**config.mk**
```make
export PLATFORM = sky130hd
export DESIGN_NAME = freq_gate_sync
export DESIGN_NICKNAME = d
export VERILOG_FILES = /design/src/rtl/fgs_pkg.sv /design/src/rtl/fgs_gate_src.sv /design/src/rtl/fgs_arm.sv /design/src/rtl/fgs_resync.sv /design/src/rtl/fgs_outputs.sv /design/src/rtl/freq_gate_sync.sv
export SDC_FILE = /design/constraint.sdc
export NUM_CORES = 1
export LEC_CHECK = 0
export CAP_MARGIN = 5
export CORE_AREA = 4 4 41 43
export CTS_BUF_LIST = sky130_fd_sc_hd__clkbuf_2 sky130_fd_sc_hd__clkbuf_4 sky130_fd_sc_hd__clkbuf_8
export CTS_CLUSTER_DIAMETER = 200
export DETAILED_ROUTE_END_ITERATION = 12
export DIE_AREA = 0 0 45 47
export PLACE_DENSITY_LB_ADDON = 0.12
export SKIP_LAST_GASP = 1
export SLEW_MARGIN = 10
export SYNTH_ARGS = -nofsm -noshare
export SYNTH_HDL_FRONTEND = slang
export SYNTH_HIERARCHICAL = 1
export SYNTH_SLANG_ARGS = --single-unit
```
**constraint.sdc**
```tcl
create_clock -name clk_fin -period 0.84 [get_ports clk_fin]
set_clock_uncertainty 0.05 [all_clocks]
set_input_delay 0.252 -clock clk_fin [delete_from_list [all_inputs] [get_ports clk_fin]]
set_output_delay 0.252 -clock clk_fin [all_outputs]
set_load 0.1 [all_outputs]
```
**src/rtl/fgs_pkg.sv**
```systemverilog
package fgs_pkg;

  // Edge events decoded from the sampled gate level.
  typedef struct packed {
    logic rise;
    logic fall;
  } gate_edge_t;

  localparam int unsigned FGS_DEFAULT_DEPTH = 2;

endpackage

```
**src/rtl/fgs_gate_src.sv**
```systemverilog
module fgs_gate_src
  import fgs_pkg::*;
(
  input  logic       clk,
  input  logic       rst_n,
  input  logic       gate_req,
  input  logic       ext_in,
  input  logic       ext_mode,
  output gate_edge_t edges
);

  logic level;
  logic level_q;
  logic level_n;

  // Polarity select: in external mode the control bit flips the input.
  always_comb begin
    if (ext_mode) begin
      level = ext_in ^ gate_req;
    end else begin
      level = gate_req;
    end
    level_n = level;
  end

  always_ff @(posedge clk or negedge rst_n) begin
    if (!rst_n) begin
      level_q <= 1'b0;
    end else begin
      level_q <= level_n;
    end
  end

  always_comb begin
    edges.rise = level & ~level_q;
    edges.fall = ~level & level_q;
  end

endmodule

```
**src/rtl/fgs_arm.sv**
```systemverilog
module fgs_arm
  import fgs_pkg::*;
(
  input  logic       clk,
  input  logic       rst_n,
  input  logic       load,
  input  logic       single,
  input  gate_edge_t edges,
  output logic       arm_a_any,
  output logic       arm_b_any,
  output logic       arm_a_q,
  output logic       arm_b_q
);

  logic arm_a_n;
  logic arm_b_n;
  logic arm_en;

  // Set-or-held view used by the first re-synchronization stage.
  always_comb begin
    arm_a_any = arm_a_q | edges.rise | single;
    arm_b_any = arm_b_q | single | (edges.fall & arm_a_q);
  end

  always_comb begin
    arm_en  = 1'b1;
    arm_a_n = arm_a_q;
    arm_b_n = arm_b_q;
    if (load) begin
      arm_a_n = 1'b0;
      arm_b_n = 1'b0;
    end else begin
      arm_a_n = arm_a_any;
      arm_b_n = arm_b_any;
    end
  end

  always_ff @(posedge clk or negedge rst_n) begin
    if (!rst_n) begin
      arm_a_q <= 1'b0;
      arm_b_q <= 1'b0;
    end else if (arm_en) begin
      arm_a_q <= arm_a_n;
      arm_b_q <= arm_b_n;
    end
  end

  AST_ARM_ORDER: assert property (@(posedge clk) disable iff (!rst_n)
    arm_b_q |-> arm_a_q);

endmodule

```
**src/rtl/fgs_resync.sv**
```systemverilog
module fgs_resync #(
  parameter int unsigned DEPTH = 2
) (
  input  logic clk,
  input  logic rst_n,
  input  logic load,
  input  logic fast,
  input  logic arm_a_any,
  input  logic arm_b_any,
  output logic start_n,
  output logic stop_n,
  output logic start_q,
  output logic stop_q
);

  localparam int unsigned LAST = DEPTH - 1;

  logic [DEPTH-1:0] st_q;
  logic [DEPTH-1:0] sp_q;
  logic [DEPTH-1:0] st_n;
  logic [DEPTH-1:0] sp_n;
  logic [DEPTH-1:0] st_feed;
  logic [DEPTH-1:0] sp_feed;

  // Stage feeds: fast mode lets stage 1 take the arm flops directly.
  always_comb begin
    for (int i = 0; i < int'(DEPTH); i++) begin
      if (i == 0) begin
        st_feed[i] = arm_a_any;
        sp_feed[i] = arm_b_any;
      end else if (i == 1 && fast) begin
        st_feed[i] = arm_a_any;
        sp_feed[i] = arm_b_any;
      end else begin
        st_feed[i] = st_q[i-1];
        sp_feed[i] = sp_q[i-1];
      end
    end
  end

  // Each stop stage is held clear until its start partner has set.
  always_comb begin
    for (int i = 0; i < int'(DEPTH); i++) begin
      if (load) begin
        st_n[i] = 1'b0;
        sp_n[i] = 1'b0;
      end else begin
        st_n[i] = st_q[i] | st_feed[i];
        sp_n[i] = sp_q[i] | (sp_feed[i] & st_q[i]);
      end
    end
  end

  generate
    for (genvar g = 0; g < int'(DEPTH); g++) begin : g_stage
      always_ff @(posedge clk or negedge rst_n) begin
        if (!rst_n) begin
          st_q[g] <= 1'b0;
          sp_q[g] <= 1'b0;
        end else begin
          st_q[g] <= st_n[g];
          sp_q[g] <= sp_n[g];
        end
      end
    end
  endgenerate

  always_comb begin
    start_n = st_n[LAST];
    stop_n  = sp_n[LAST];
    start_q = st_q[LAST];
    stop_q  = sp_q[LAST];
  end

  AST_STOP_NEEDS_START: assert property (@(posedge clk) disable iff (!rst_n)
    sp_q[LAST] |-> st_q[LAST]);
  AST_START_HOLDS: assert property (@(posedge clk) disable iff (!rst_n)
    (st_q[LAST] && !load) |=> st_q[LAST]);

endmodule

```
**src/rtl/fgs_outputs.sv**
```systemverilog
module fgs_outputs (
  input  logic clk,
  input  logic rst_n,
  input  logic load,
  input  logic start_n,
  input  logic stop_n,
  input  logic stop_q,
  output logic fgate_q,
  output logic done_q
);

  logic fgate_n;
  logic done_n;

  always_comb begin
    if (load) begin
      fgate_n = 1'b0;
      done_n  = 1'b0;
    end else begin
      fgate_n = (fgate_q | start_n) & ~stop_n;
      done_n  = stop_n & ~stop_q;
    end
  end

  always_ff @(posedge clk or negedge rst_n) begin
    if (!rst_n) begin
      fgate_q <= 1'b0;
      done_q  <= 1'b0;
    end else begin
      fgate_q <= fgate_n;
      done_q  <= done_n;
    end
  end

  AST_DONE_ONE_CYCLE: assert property (@(posedge clk) disable iff (!rst_n)
    done_q |=> !done_q);

endmodule

```
**src/rtl/freq_gate_sync.sv**
```systemverilog
module freq_gate_sync
  import fgs_pkg::*;
#(
  parameter int unsigned SYNC_DEPTH = FGS_DEFAULT_DEPTH
) (
  input  logic clk_fin,
  input  logic rst_n,
  input  logic load_i,
  input  logic gate_req_i,
  input  logic ext_in_i,
  input  logic ext_gate_mode_i,
  input  logic single_mode_i,
  input  logic fast_mode_i,
  output logic start_o,
  output logic stop_o,
  output logic freq_gate_o,
  output logic event_gate_o,
  output logic done_o
);

  logic       rst_meta_q;
  logic       rst_sync_q;
  gate_edge_t edges;
  logic       arm_a_any;
  logic       arm_b_any;
  logic       arm_a_q;
  logic       arm_b_q;
  logic       start_n;
  logic       stop_n;
  logic       start_q;
  logic       stop_q;
  logic       fgate_q;
  logic       done_q;

  // Reset asserts at once and releases on the measured clock.
  always_ff @(posedge clk_fin or negedge rst_n) begin
    if (!rst_n) begin
      rst_meta_q <= 1'b0;
      rst_sync_q <= 1'b0;
    end else begin
      rst_meta_q <= 1'b1;
      rst_sync_q <= rst_meta_q;
    end
  end

  fgs_gate_src u_src (
    .clk      (clk_fin),
    .rst_n    (rst_sync_q),
    .gate_req (gate_req_i),
    .ext_in   (ext_in_i),
    .ext_mode (ext_gate_mode_i),
    .edges    (edges)
  );

  fgs_arm u_arm (
    .clk       (clk_fin),
    .rst_n     (rst_sync_q),
    .load      (load_i),
    .single    (single_mode_i),
    .edges     (edges),
    .arm_a_any (arm_a_any),
    .arm_b_any (arm_b_any),
    .arm_a_q   (arm_a_q),
    .arm_b_q   (arm_b_q)
  );

  fgs_resync #(.DEPTH(SYNC_DEPTH)) u_sync (
    .clk       (clk_fin),
    .rst_n     (rst_sync_q),
    .load      (load_i),
    .fast      (fast_mode_i),
    .arm_a_any (arm_a_any),
    .arm_b_any (arm_b_any),
    .start_n   (start_n),
    .stop_n    (stop_n),
    .start_q   (start_q),
    .stop_q    (stop_q)
  );

  fgs_outputs u_out (
    .clk     (clk_fin),
    .rst_n   (rst_sync_q),
    .load    (load_i),
    .start_n (start_n),
    .stop_n  (stop_n),
    .stop_q  (stop_q),
    .fgate_q (fgate_q),
    .done_q  (done_q)
  );

  always_comb begin
    start_o      = start_q;
    stop_o       = stop_q;
    freq_gate_o  = fgate_q;
    event_gate_o = arm_a_q & ~arm_b_q;
    done_o       = done_q;
  end

  AST_FGATE_INSIDE_START: assert property (@(posedge clk_fin) disable iff (!rst_sync_q)
    freq_gate_o |-> (start_o && !stop_o));
  AST_LOAD_CLEARS: assert property (@(posedge clk_fin) disable iff (!rst_sync_q)
    load_i |=> (!start_o && !stop_o && !freq_gate_o && !event_gate_o && !done_o));
  AST_DONE_AT_STOP: assert property (@(posedge clk_fin) disable iff (!rst_sync_q)
    done_o |-> stop_o);
  AST_EGATE_BEFORE_STOP: assert property (@(posedge clk_fin) disable iff (!rst_sync_q)
    event_gate_o |-> !stop_o);

endmodule

```
==> summary.md, run 1 <==
| Metric | Value |
|---|---|
| Outcome | `finished with violations` |
| Failing checks | `setup timing` |
| Comb pwr share | `34.8%` |
| Final ANT Viol Nets | `0` |
| Yosys cell types | `19` |
| Worst Setup Start Kind | `flip-flop` |
| Sequential fraction of the synthesis area | `56.8%` |
| Worst r2r src | `u_src/level_q` |
| # setup viols final | `13` |
| Boundary Pins | `13` |
| Post-Route WL | `1070 um` |
| Sw Share | `31.3%` |
| CTS tree | `done` |
| Root Buffer | `clkbuf_4` |
| FFs w/ async S/R, synth | `100%` |
| Routed vias | `394` |
| Reg2Reg Setup Slack | `-0.84 ns` |
| Period utilisation layout | `199%` |
| Area delta synth->final | `81.1%` |
| Gpl congestion | `0.751` |
| Post-synth top area share | `56.8%` |
| Die width | `45 um` |
| Vias per cell | `4.58` |
| CP Class | `flip-flop to flip-flop` |
| R2R Path End | `u_out/fgate_q` |
| Clock buffer count from CTS | `3` |
| PwrDens | `1760 nW/um2` |
| Post-CTS Hold Fix Bufs | `0` |
| Final Hold Fails | `0` |
| Cell internal pwr | `1.06 mW` |
| Mapped Cells | `38` |
| IO buf count | `12` |
| Total power | `1.54 mW` |
| R2r worst-path depth | `7` |
| H-tree Lvls | `1` |
| Final WS setup | `-0.835 ns` |
| Worst setup EP type | `flip-flop` |
| Psw | `482 uW` |
| Tmin final | `1.68 ns` |
| Max cap viols | `0` |
| Core Area | `1300 um2` |
| Syn Area/Cell | `12.7 um2` |
| Diodes inserted | `0` |
| Vias in the first global route | `434` |
| Clock power frac | `24.8%` |
| Ys flop type | `dfrtp_1` |
| Drt drc | `0` |
| Post-Syn Area | `484 um2` |
| Synth warn | `6` |
| Wirelength per Cell | `12.5 um` |
| DR iter-0 viols | `1` |
| Synth area leaders | `dfrtp_1, nor2b_4, mux2i_1` |
| Post-DP HPWL | `761 um` |
| First-pass GRT wire length | `1640 um` |
| Largest area contributor in the netlist | `dfrtp_1` |
| Max-slew violations | `0` |
| Die area | `2120 um2` |
| Worst skew pair latency | `0.26 ns` |
| Antenna violations before repair | `0` |
| VDD IR max | `1410 uV` |
| Setup_tns | `-7.41 ns` |
| CP Max Fanout | `4` |
| P_leak | `0.405 nW` |
| Clk pin slew, worst setup/hold paths | `0.07 ns` |
| CTS sink cnt | `11` |
| Min-Delay Path Class | `flip-flop to async pin` |
| Die Y-Extent | `47 um` |
| WHS | `0.0858 ns` |
| Pre-antenna DRT Iters | `3` |
| Commonest cells after routing, fill and taps aside | `buf_4, dfrtp_1, buf_12` |
| Flop pwr share | `40.4%` |
| Post-layout nets | `80` |
| Share of layout cells above drive strength 1 | `64.8%` |
| Commonest non-fill, non-tap cell in the layout | `buf_4` |
| Syn_nets | `46` |
| Seq cells post-synth | `11` |
| Worst path required time | `0.95 ns` |
| Total global-route track usage | `10.8%` |
| Clock Path Buffers | `2` |
| Peak Freq | `597 MHz` |
| Largest net degree at the start of global routing | `10` |
| Critical Path AT | `1.78 ns` |
| RSZ-0062 raised after global routing | `yes` |
| Starting Density | `37.2%` |
| CP startpoint | `u_src/level_q` |
| Fill cells | `108` |
| EDFF count, synth | `0` |
| Row count | `13` |
| Gr ovfl total | `0` |
## power groups by stage
stage | Clock [mW] | Sequential (mW) | Combinational (mW)
floorplan | 0 | 0.748 | 0.128
global placement | 0 | 0.628 | 0.468
detailed placement | 0 | 0.631 | 0.474
CTS | 0.392 | 0.621 | 0.520
global route | 0.428 | 0.630 | 0.559
finish | 0.383 | 0.623 | 0.536
## worst max-delay path by stage
stage,endpoint,slack [ns],cells past startpoint
after CTS,u_out/fgate_q,-0.82,7
final,u_out/fgate_q,-0.84,7
after floorplan,u_out/fgate_q,-0.71,7
after detailed placement,u_out/fgate_q,-1.27,8
after global routing,u_out/fgate_q,-0.91,7
after global placement,u_out/fgate_q,-1.25,8
## per-stage QoR
stage                     utilization, %  area (um2)  instances  setup WS (ns)
final                               67.4         877         86         -0.835
after global routing                67.4         877         86         -0.907
after CTS                           66.3         862         86         -0.818
after detailed placement            59.9         779         77          -1.27
after global placement              59.9         779         77          -1.25
after floorplan                        -         500         38         -0.711
## flip-flops by register name, summed over array words and instances (netlist names)
register and count:
rst_sync_q 1, rst_meta_q 1, u_arm/arm_b_q 1, u_sync/start_q 1, u_sync/sp_q 1, u_out/fgate_q 1
u_sync/st_q 1, u_arm/arm_a_q 1, u_out/done_q 1, u_sync/stop_q 1, u_src/level_q 1
## worst max-delay path, stage by stage, from the launching register on
cell and delay (ns):
dfrtp_1 0.41, nor2b_1 0.07, mux2_4 0.27, or3_4 0.34
mux2i_2 0.17, a21oi_2 0.10, nor2_2 0.13, nor3_2 0.05
## cells by family after synthesis
| group | synth area share, % |
|---|---|
| AOI/OAI and AO/OA | 7.75 |
| muxes | 7.23 |
| xor gates and xnor gates | 1.81 |
| buffers and inverters | 0.774 |
| DFF | 56.8 |
| other | 0.774 |
| and+or+nand+nor | 24.8 |
## timing repair
action | 4_1_cts | 5_1_grt
setup endpoints to repair | 14 | 13
pin swaps | 7 | 8
resized for setup | 10 | 8
setup buffers | 5 | 2
## layout make-up
| cell class | instances | area [um2] | area share, % |
|---|---|---|---|
| Clock buffer | 4 | 30.0 | 3.42 |
| Inverter | 1 | 3.75 | 0.428 |
| Multi-Input combinational cell | 26 | 230 | 26.2 |
| Sequential cell | 11 | 288 | 32.8 |
| Tap cell | 15 | 18.8 | 2.14 |
| Timing Repair Buffer | 29 | 307 | 35.0 |
## routing by layer
metal	vias up	GRT usage [%]	routed length, um
met1	192	11.9	429
met4	0	7.02	5
met5	-	0	0
li1	192	-	-
met2	8	18.9	585
met3	2	2.30	54
## cell usage after synthesis (all sizes together) (2+ instances only)
cell and n:
a21oi 2, dfrtp 11, mux2i 2, nand2b 2, nor2 5, nor2b 4
(Power assumes the default switching activity.)
==> run 2, diff against run 1 <==
Settings changed: CELL_PAD_IN_SITES_DETAIL_PLACEMENT from default to 0, CELL_PAD_IN_SITES_GLOBAL_PLACEMENT from default to 1, CORE_AREA 4 4 41 43 to default, CORE_MARGIN from default to 4, CORE_UTILIZATION from default to 37, DIE_AREA 0 0 45 47 to default.
==> run 2 against run 1 <==
The flow still finishes with violations (setup timing). Register-to-register slack gained 0.04 ns. Critical path type unchanged. Clock power grew 2%. Fmax grew 2.7%. Largest cell class unchanged. Global-route usage grew 1.4 points. Non-clock buffer count shrank 2.
==> summary.md, run 2 (synthesis results as in run 1) <==
| Metric | Value |
|---|---|
| Critical Path AT | `1.74 ns (-0.04 ns)` |
| Final WS setup | `-0.792 ns (+0.0437 ns)` |
| Max cap viols | `0 (unchanged)` |
| Worst setup EP type | `flip-flop` |
| Commonest non-fill, non-tap cell in the layout | `buf_4` |
| CP Max Fanout | `4 (unchanged)` |
| Vias per cell | `4.53 (-1.1%)` |
| Starting Density | `41.3% (+4.1 points)` |
| Clock Path Buffers | `2 (unchanged)` |
| Post-DP HPWL | `764 um (+0.28%)` |
| Setup_tns | `-7.08 ns (+0.339 ns)` |
| PwrDens | `1780 nW/um2 (+1.6%)` |
| Post-Route WL | `1050 um (-2.2%)` |
| Vias in the first global route | `401 (-7.6%)` |
| Clk pin slew, worst setup/hold paths | `0.07 ns (about the same)` |
| Die area | `1950 um2 (-7.7%)` |
| CTS tree | `done` |
| Fill cells | `77 (-29%)` |
| First-pass GRT wire length | `1670 um (+1.6%)` |
| Row count | `12 (-1)` |
| Clock buffer count from CTS | `3 (unchanged)` |
| Max-slew violations | `0 (unchanged)` |
| Boundary Pins | `13 (unchanged)` |
| Drt drc | `0 (unchanged)` |
| H-tree Lvls | `1 (unchanged)` |
| P_leak | `0.394 nW (-2.6%)` |
| Die width | `44.2 um (-1.8%)` |
| Gr ovfl total | `0 (unchanged)` |
| DP Cell Count | `74 (-3.9%)` |
| Placement Setup Slack | `-1.28 ns (-0.0133 ns)` |
| Routed vias | `376 (-4.6%)` |
| DR iter-0 viols | `3 (+2)` |
| Commonest cells after routing, fill and taps aside | `buf_4, dfrtp_1, buf_12` |
| Worst Setup Start Kind | `flip-flop` |
| Post-layout nets | `78 (-2.5%)` |
| # setup viols final | `13 (unchanged)` |
| Gpl congestion | `0.662 (-12%)` |
| IO buf count | `12 (unchanged)` |
| Worst skew pair latency | `0.26 ns (about the same)` |
| CTS sink cnt | `11 (unchanged)` |
| Outcome | `finished with violations` |
| Core Area | `1170 um2 (-10%)` |
| Min-Delay Path Class | `input port to async pin` |
| Final Hold Fails | `0 (unchanged)` |
| RSZ-0062 raised after global routing | `yes` |
| VDD IR max | `1100 uV (-22%)` |
| Final ANT Viol Nets | `0 (unchanged)` |
| Root Buffer | `clkbuf_4` |
| Failing checks | `setup timing` |
| Post-CTS Hold Fix Bufs | `0 (unchanged)` |
| Tmin final | `1.63 ns (-0.0437 ns)` |
| Wirelength per Cell | `12.7 um (+1.3%)` |
| Cell Count, Final, Fillers Out | `83 (-3.5%)` |
| CP Class | `flip-flop to flip-flop` |
| Diodes inserted | `0 (unchanged)` |
| Antenna violations before repair | `0 (unchanged)` |
| Area delta synth->final | `76.5%` |
| Largest net degree at the start of global routing | `10 (unchanged)` |
| Pre-antenna DRT Iters | `3 (unchanged)` |
| Peak Freq | `613 MHz (+2.7%)` |
| Period utilisation layout | `194% (-5.2 points)` |
| Total global-route track usage | `12.2% (+1.4 points)` |
| Share of layout cells above drive strength 1 | `59.4% (-5.4 points)` |
| Worst path required time | `0.94 ns (about the same)` |
| Die Y-Extent | `44.2 um (-6.0%)` |
-- run 2: power breakdown --
group	switching, mW	internal [mW]
clock network	0.173	0.216
logic	0.266	0.249
registers	0.0420	0.580
-- run 2: repair_timing --
action | 4_1_cts | 5_1_grt
gates resized for setup | 8 | 5
buffers inserted | 3 | 3
pin swaps | 6 | 6
endpoints found under the setup margin | 14 | 13
-- run 2: final timing paths --
check	startpoint	end	slack, ns	cells past startpoint
worst max-delay path	u_src/level_q	u_out/fgate_q	-0.79	7
worst min-delay path	rst_n	rst_sync_q	0.1	1
worst max register to register	u_src/level_q	u_out/fgate_q	-0.79	7
worst min register to register	rst_sync_q	u_out/fgate_q	0.1	0
max in group asynchronous	rst_sync_q	u_out/done_q	0.33	0
min in group clk_fin	rst_meta_q	rst_sync_q	0.31	0
-- run 2: area by class of cell --
cell class              instances  area (um2)  share of cell area [%]
clock buffers                   4        30.0                    3.51
inverters                       1        3.75                   0.439
multi-input cells              26         224                    26.2
flip-flops and latches         11         288                    33.7
well taps                      14        17.5                    2.05
repair buffers                 27         292                    34.1
-- run 2: per-stage QoR --
| stage | hold WS [ns] | instance area [um2] | power [mW] | util [%] |
|---|---|---|---|---|
| 2_1_floorplan | -0.0936 | 500 | 0.875 | - |
| 3_5_place_dp | 0.110 | 763 | 1.09 | 65.2 |
| 5_1_grt | 0.0763 | 855 | 1.60 | 73.0 |
| 3_3_place_gp | 0.0969 | 763 | 1.08 | 65.2 |
| 6_report | 0.0956 | 855 | 1.53 | 73.0 |
| 4_1_cts | 0.0972 | 827 | 1.50 | 70.6 |
-- run 2: critical path, cell delays in order, from the launching register on --
cell	delay [ns]
dfrtp_1	0.39
nor2b_1	0.06
mux2_4	0.26
or3_4	0.34
mux2i_1	0.15
a21oi_1	0.10
nor2_1	0.12
nor3_2	0.06
-- run 2: routing by layer --
layer / up-vias / part of all wire (%) / GRT usage, %
met4: 0 / 1.1 / 9.04
met2: 8 / 51 / 17.4
met1: 175 / 42 / 15.7
met3: 2 / 5.4 / 3.25
li1: 191 / - / -
met5: - / 0 / 0
==> run 3, diff against run 2 <==
Clock period 0.84 ns to 1.6 ns, I/O delays scaled along.
==> run 3 against run 2 <==
The run still ends with setup timing left. Die area did not move. Sequential power fell by 47%. Clock power fell by 48%. Sequential cell count did not move. Via count fell by 1.9%. Register-to-register slack improved by 0.78 ns. Design area fell by 9.2%. Utilization fell by 6.7 points. Count of clock-buffer cells in the layout did not move. Non-clock buffer count fell by 7. Combinational power fell by 54%. Total power fell by 50%. Largest power group unchanged. Highest routed layer unchanged.
==> summary.md, run 3 (synthesis results as in run 1) <==
| Metric | Value |
|---|---|
| Outcome | `finished with violations` |
| Failing checks | `setup timing` |
| RSZ-0062 raised after global routing | `yes` |
| Core Area | `1170 um2 (unchanged)` |
| Cell internal pwr | `523 uW (-50%)` |
| Antenna violations before repair | `0 (unchanged)` |
| # setup viols final | `2 (-11)` |
| Routed vias | `369 (-1.9%)` |
| Commonest non-fill, non-tap cell in the layout | `dfrtp_1` |
| H-tree Lvls | `1 (unchanged)` |
| CP Class | `input port to flip-flop` |
| Comb pwr share | `31.1% (-2.7 points)` |
| CTS sink cnt | `11 (unchanged)` |
| VDD IR max | `606 uV (-45%)` |
| Critical Path, Cell by Cell | `buf_6 -> and2_4 -> mux2_4 -> or3_4 -> mux2i_2 -> a21oi_2 -> nor2_2 -> nor3_2` |
| Post-layout nets | `71 (-9.0%)` |
| Worst path required time | `1.71 ns (+0.77 ns)` |
| Reg2Reg Setup Slack | `-0.01 ns (+0.78 ns)` |
| Post-Route WL | `990 um (-5.7%)` |
| Peak Freq | `609 MHz` |
| Critical Path AT | `1.75 ns (about the same)` |
| R2r worst-path depth | `7 (unchanged)` |
| DR iter-0 viols | `6 (+3)` |
| P_leak | `0.358 nW (-9.2%)` |
| CP startpoint | `ext_in_i` |
| WP buf/inv | `1 (+1)` |
| Final ANT Viol Nets | `0 (unchanged)` |
| Delay-heaviest family, CP | `simple AND/OR/NAND/NOR gates` |
| Vias in the first global route | `407 (+1.5%)` |
| Final core utilization | `66.2% (-6.7 points)` |
| Slowest stage cell, crit path | `or3_4` |
| Tmin final | `1.64 ns` |
| Total global-route track usage | `11.9% (-0.32 points)` |
| Drt drc | `0 (unchanged)` |
| Pre-antenna DRT Iters | `2 (-1)` |
| Worst skew pair latency | `0.26 ns (about the same)` |
| Worst path max stage delay | `0.33 ns (-0.06 ns)` |
| First-pass GRT wire length | `1700 um (+2.1%)` |
| CTS tree | `done` |
| Row count | `12 (unchanged)` |
| Boundary Pins | `13 (unchanged)` |
| Setup_tns | `-0.0820 ns (+6.99 ns)` |
| Max-slew violations | `0 (unchanged)` |
| IO buf count | `12 (unchanged)` |
| Worst Setup Start Kind | `input port` |
| Total power | `768 uW (-50%)` |
| Diodes inserted | `0 (unchanged)` |
| Psw | `245 uW (-49%)` |
| Sw Share | `31.9% (+0.39 points)` |
| Critical path capture point | `u_out/fgate_q` |
| Gr ovfl total | `0 (unchanged)` |
| Largest net degree at the start of global routing | `10 (unchanged)` |
| Clock Path Buffers | `2 (unchanged)` |
| WP depth | `8 (+1)` |
| Clock power frac | `26.4% (+0.9 points)` |
| Die Y-Extent | `44.2 um (unchanged)` |
| Die area | `1950 um2 (unchanged)` |
| Area delta synth->final | `60.2%` |
| R2R Path End | `u_out/fgate_q` |
| CP Max Fanout | `2 (-2)` |
| Vias per cell | `4.86 (+7.2%)` |
| Commonest cells after routing, fill and taps aside | `dfrtp_1, buf_4, buf_12` |
| Root Buffer | `clkbuf_4` |
| Dpl cell area | `711 um2 (-6.9%)` |
| Starting Density | `41.3% (unchanged)` |
| Flop pwr share | `42.5% (+1.7 points)` |
| Gpl congestion | `0.690 (+4.2%)` |
| Clock buffer count from CTS | `3 (unchanged)` |
| WHS | `0.0976 ns (+0.00204 ns)` |
| Post-CTS Hold Fix Bufs | `0 (unchanged)` |
| Clk pin slew, worst setup/hold paths | `0.07 ns (about the same)` |
| Final WS setup | `-0.0433 ns (+0.748 ns)` |
| Post-DP HPWL | `740 um (-3.1%)` |
| PwrDens | `990 nW/um2 (-45%)` |
| Final Hold Fails | `0 (unchanged)` |
| Wirelength per Cell | `13.0 um (+3.0%)` |
| Worst r2r src | `u_src/level_q` |
| Min-Delay Path Class | `flip-flop to async pin` |
| Period utilisation layout | `103%` |
| Max cap viols | `0 (unchanged)` |
| Final std cell area, no fill | `776 um2 (-9.2%)` |
| Worst setup EP type | `flip-flop` |
| Die width | `44.2 um (unchanged)` |
| Share of layout cells above drive strength 1 | `56.5% (-3.0 points)` |
run 3: power groups by stage:
stage	clock [mW]	sequential, mW	combinational [mW]
after floorplan	0	0.386	0.0658
after global placement	0	0.329	0.218
after detailed placement	0	0.331	0.222
after CTS	0.210	0.326	0.227
after global routing	0.226	0.330	0.252
final	0.203	0.327	0.239
run 3: timing repair:
action,4_1_cts,5_1_grt
setup buffers,2,1
pin swaps,7,6
endpoints found under the setup margin,8,4
resized for setup,14,6
run 3: worst min path at each step:
stage	slack (ns)	from	endpoint
after floorplan	0.06	rst_sync_q	u_arm/arm_a_q
after global placement	0.1	rst_sync_q	u_out/fgate_q
after detailed placement	0.11	rst_sync_q	u_out/done_q
after CTS	0.12	rst_sync_q	u_out/done_q
after global routing	0.14	rst_sync_q	u_src/level_q
final	0.1	rst_sync_q	u_out/fgate_q
run 3: final cells by class:
| class | instances | area [um2] |
|---|---|---|
| fill | 83 | 395 |
| sequential | 11 | 277 |
| multi-input combinational | 26 | 223 |
| timing repair buffer | 20 | 225 |
| clock buffer | 4 | 30.0 |
| inverter | 1 | 3.75 |
| tap | 14 | 17.5 |
run 3: routing by layer:
layer	vias up	global-route usage, %	wire [um]
li1	176	-	-
met4	0	7.23	8
met1	182	15.2	415
met5	-	0	0
met2	9	18.3	510
met3	2	2.44	56
run 3: worst register-to-register path, stage by stage (launching register included):
cell     delay (ns)
dfrtp_1        0.39
nor2b_1        0.06
mux2_4         0.26
or3_4          0.33
mux2i_2        0.17
a21oi_2        0.09
nor2_2         0.10
nor3_2         0.04
run 3: metrics by stage:
step	cells	setup WS [ns]
2_1_floorplan	38	-0.182
3_3_place_gp	69	-0.712
3_5_place_dp	69	-0.744
4_1_cts	75	-0.125
5_1_grt	76	-0.129
6_report	76	-0.0433
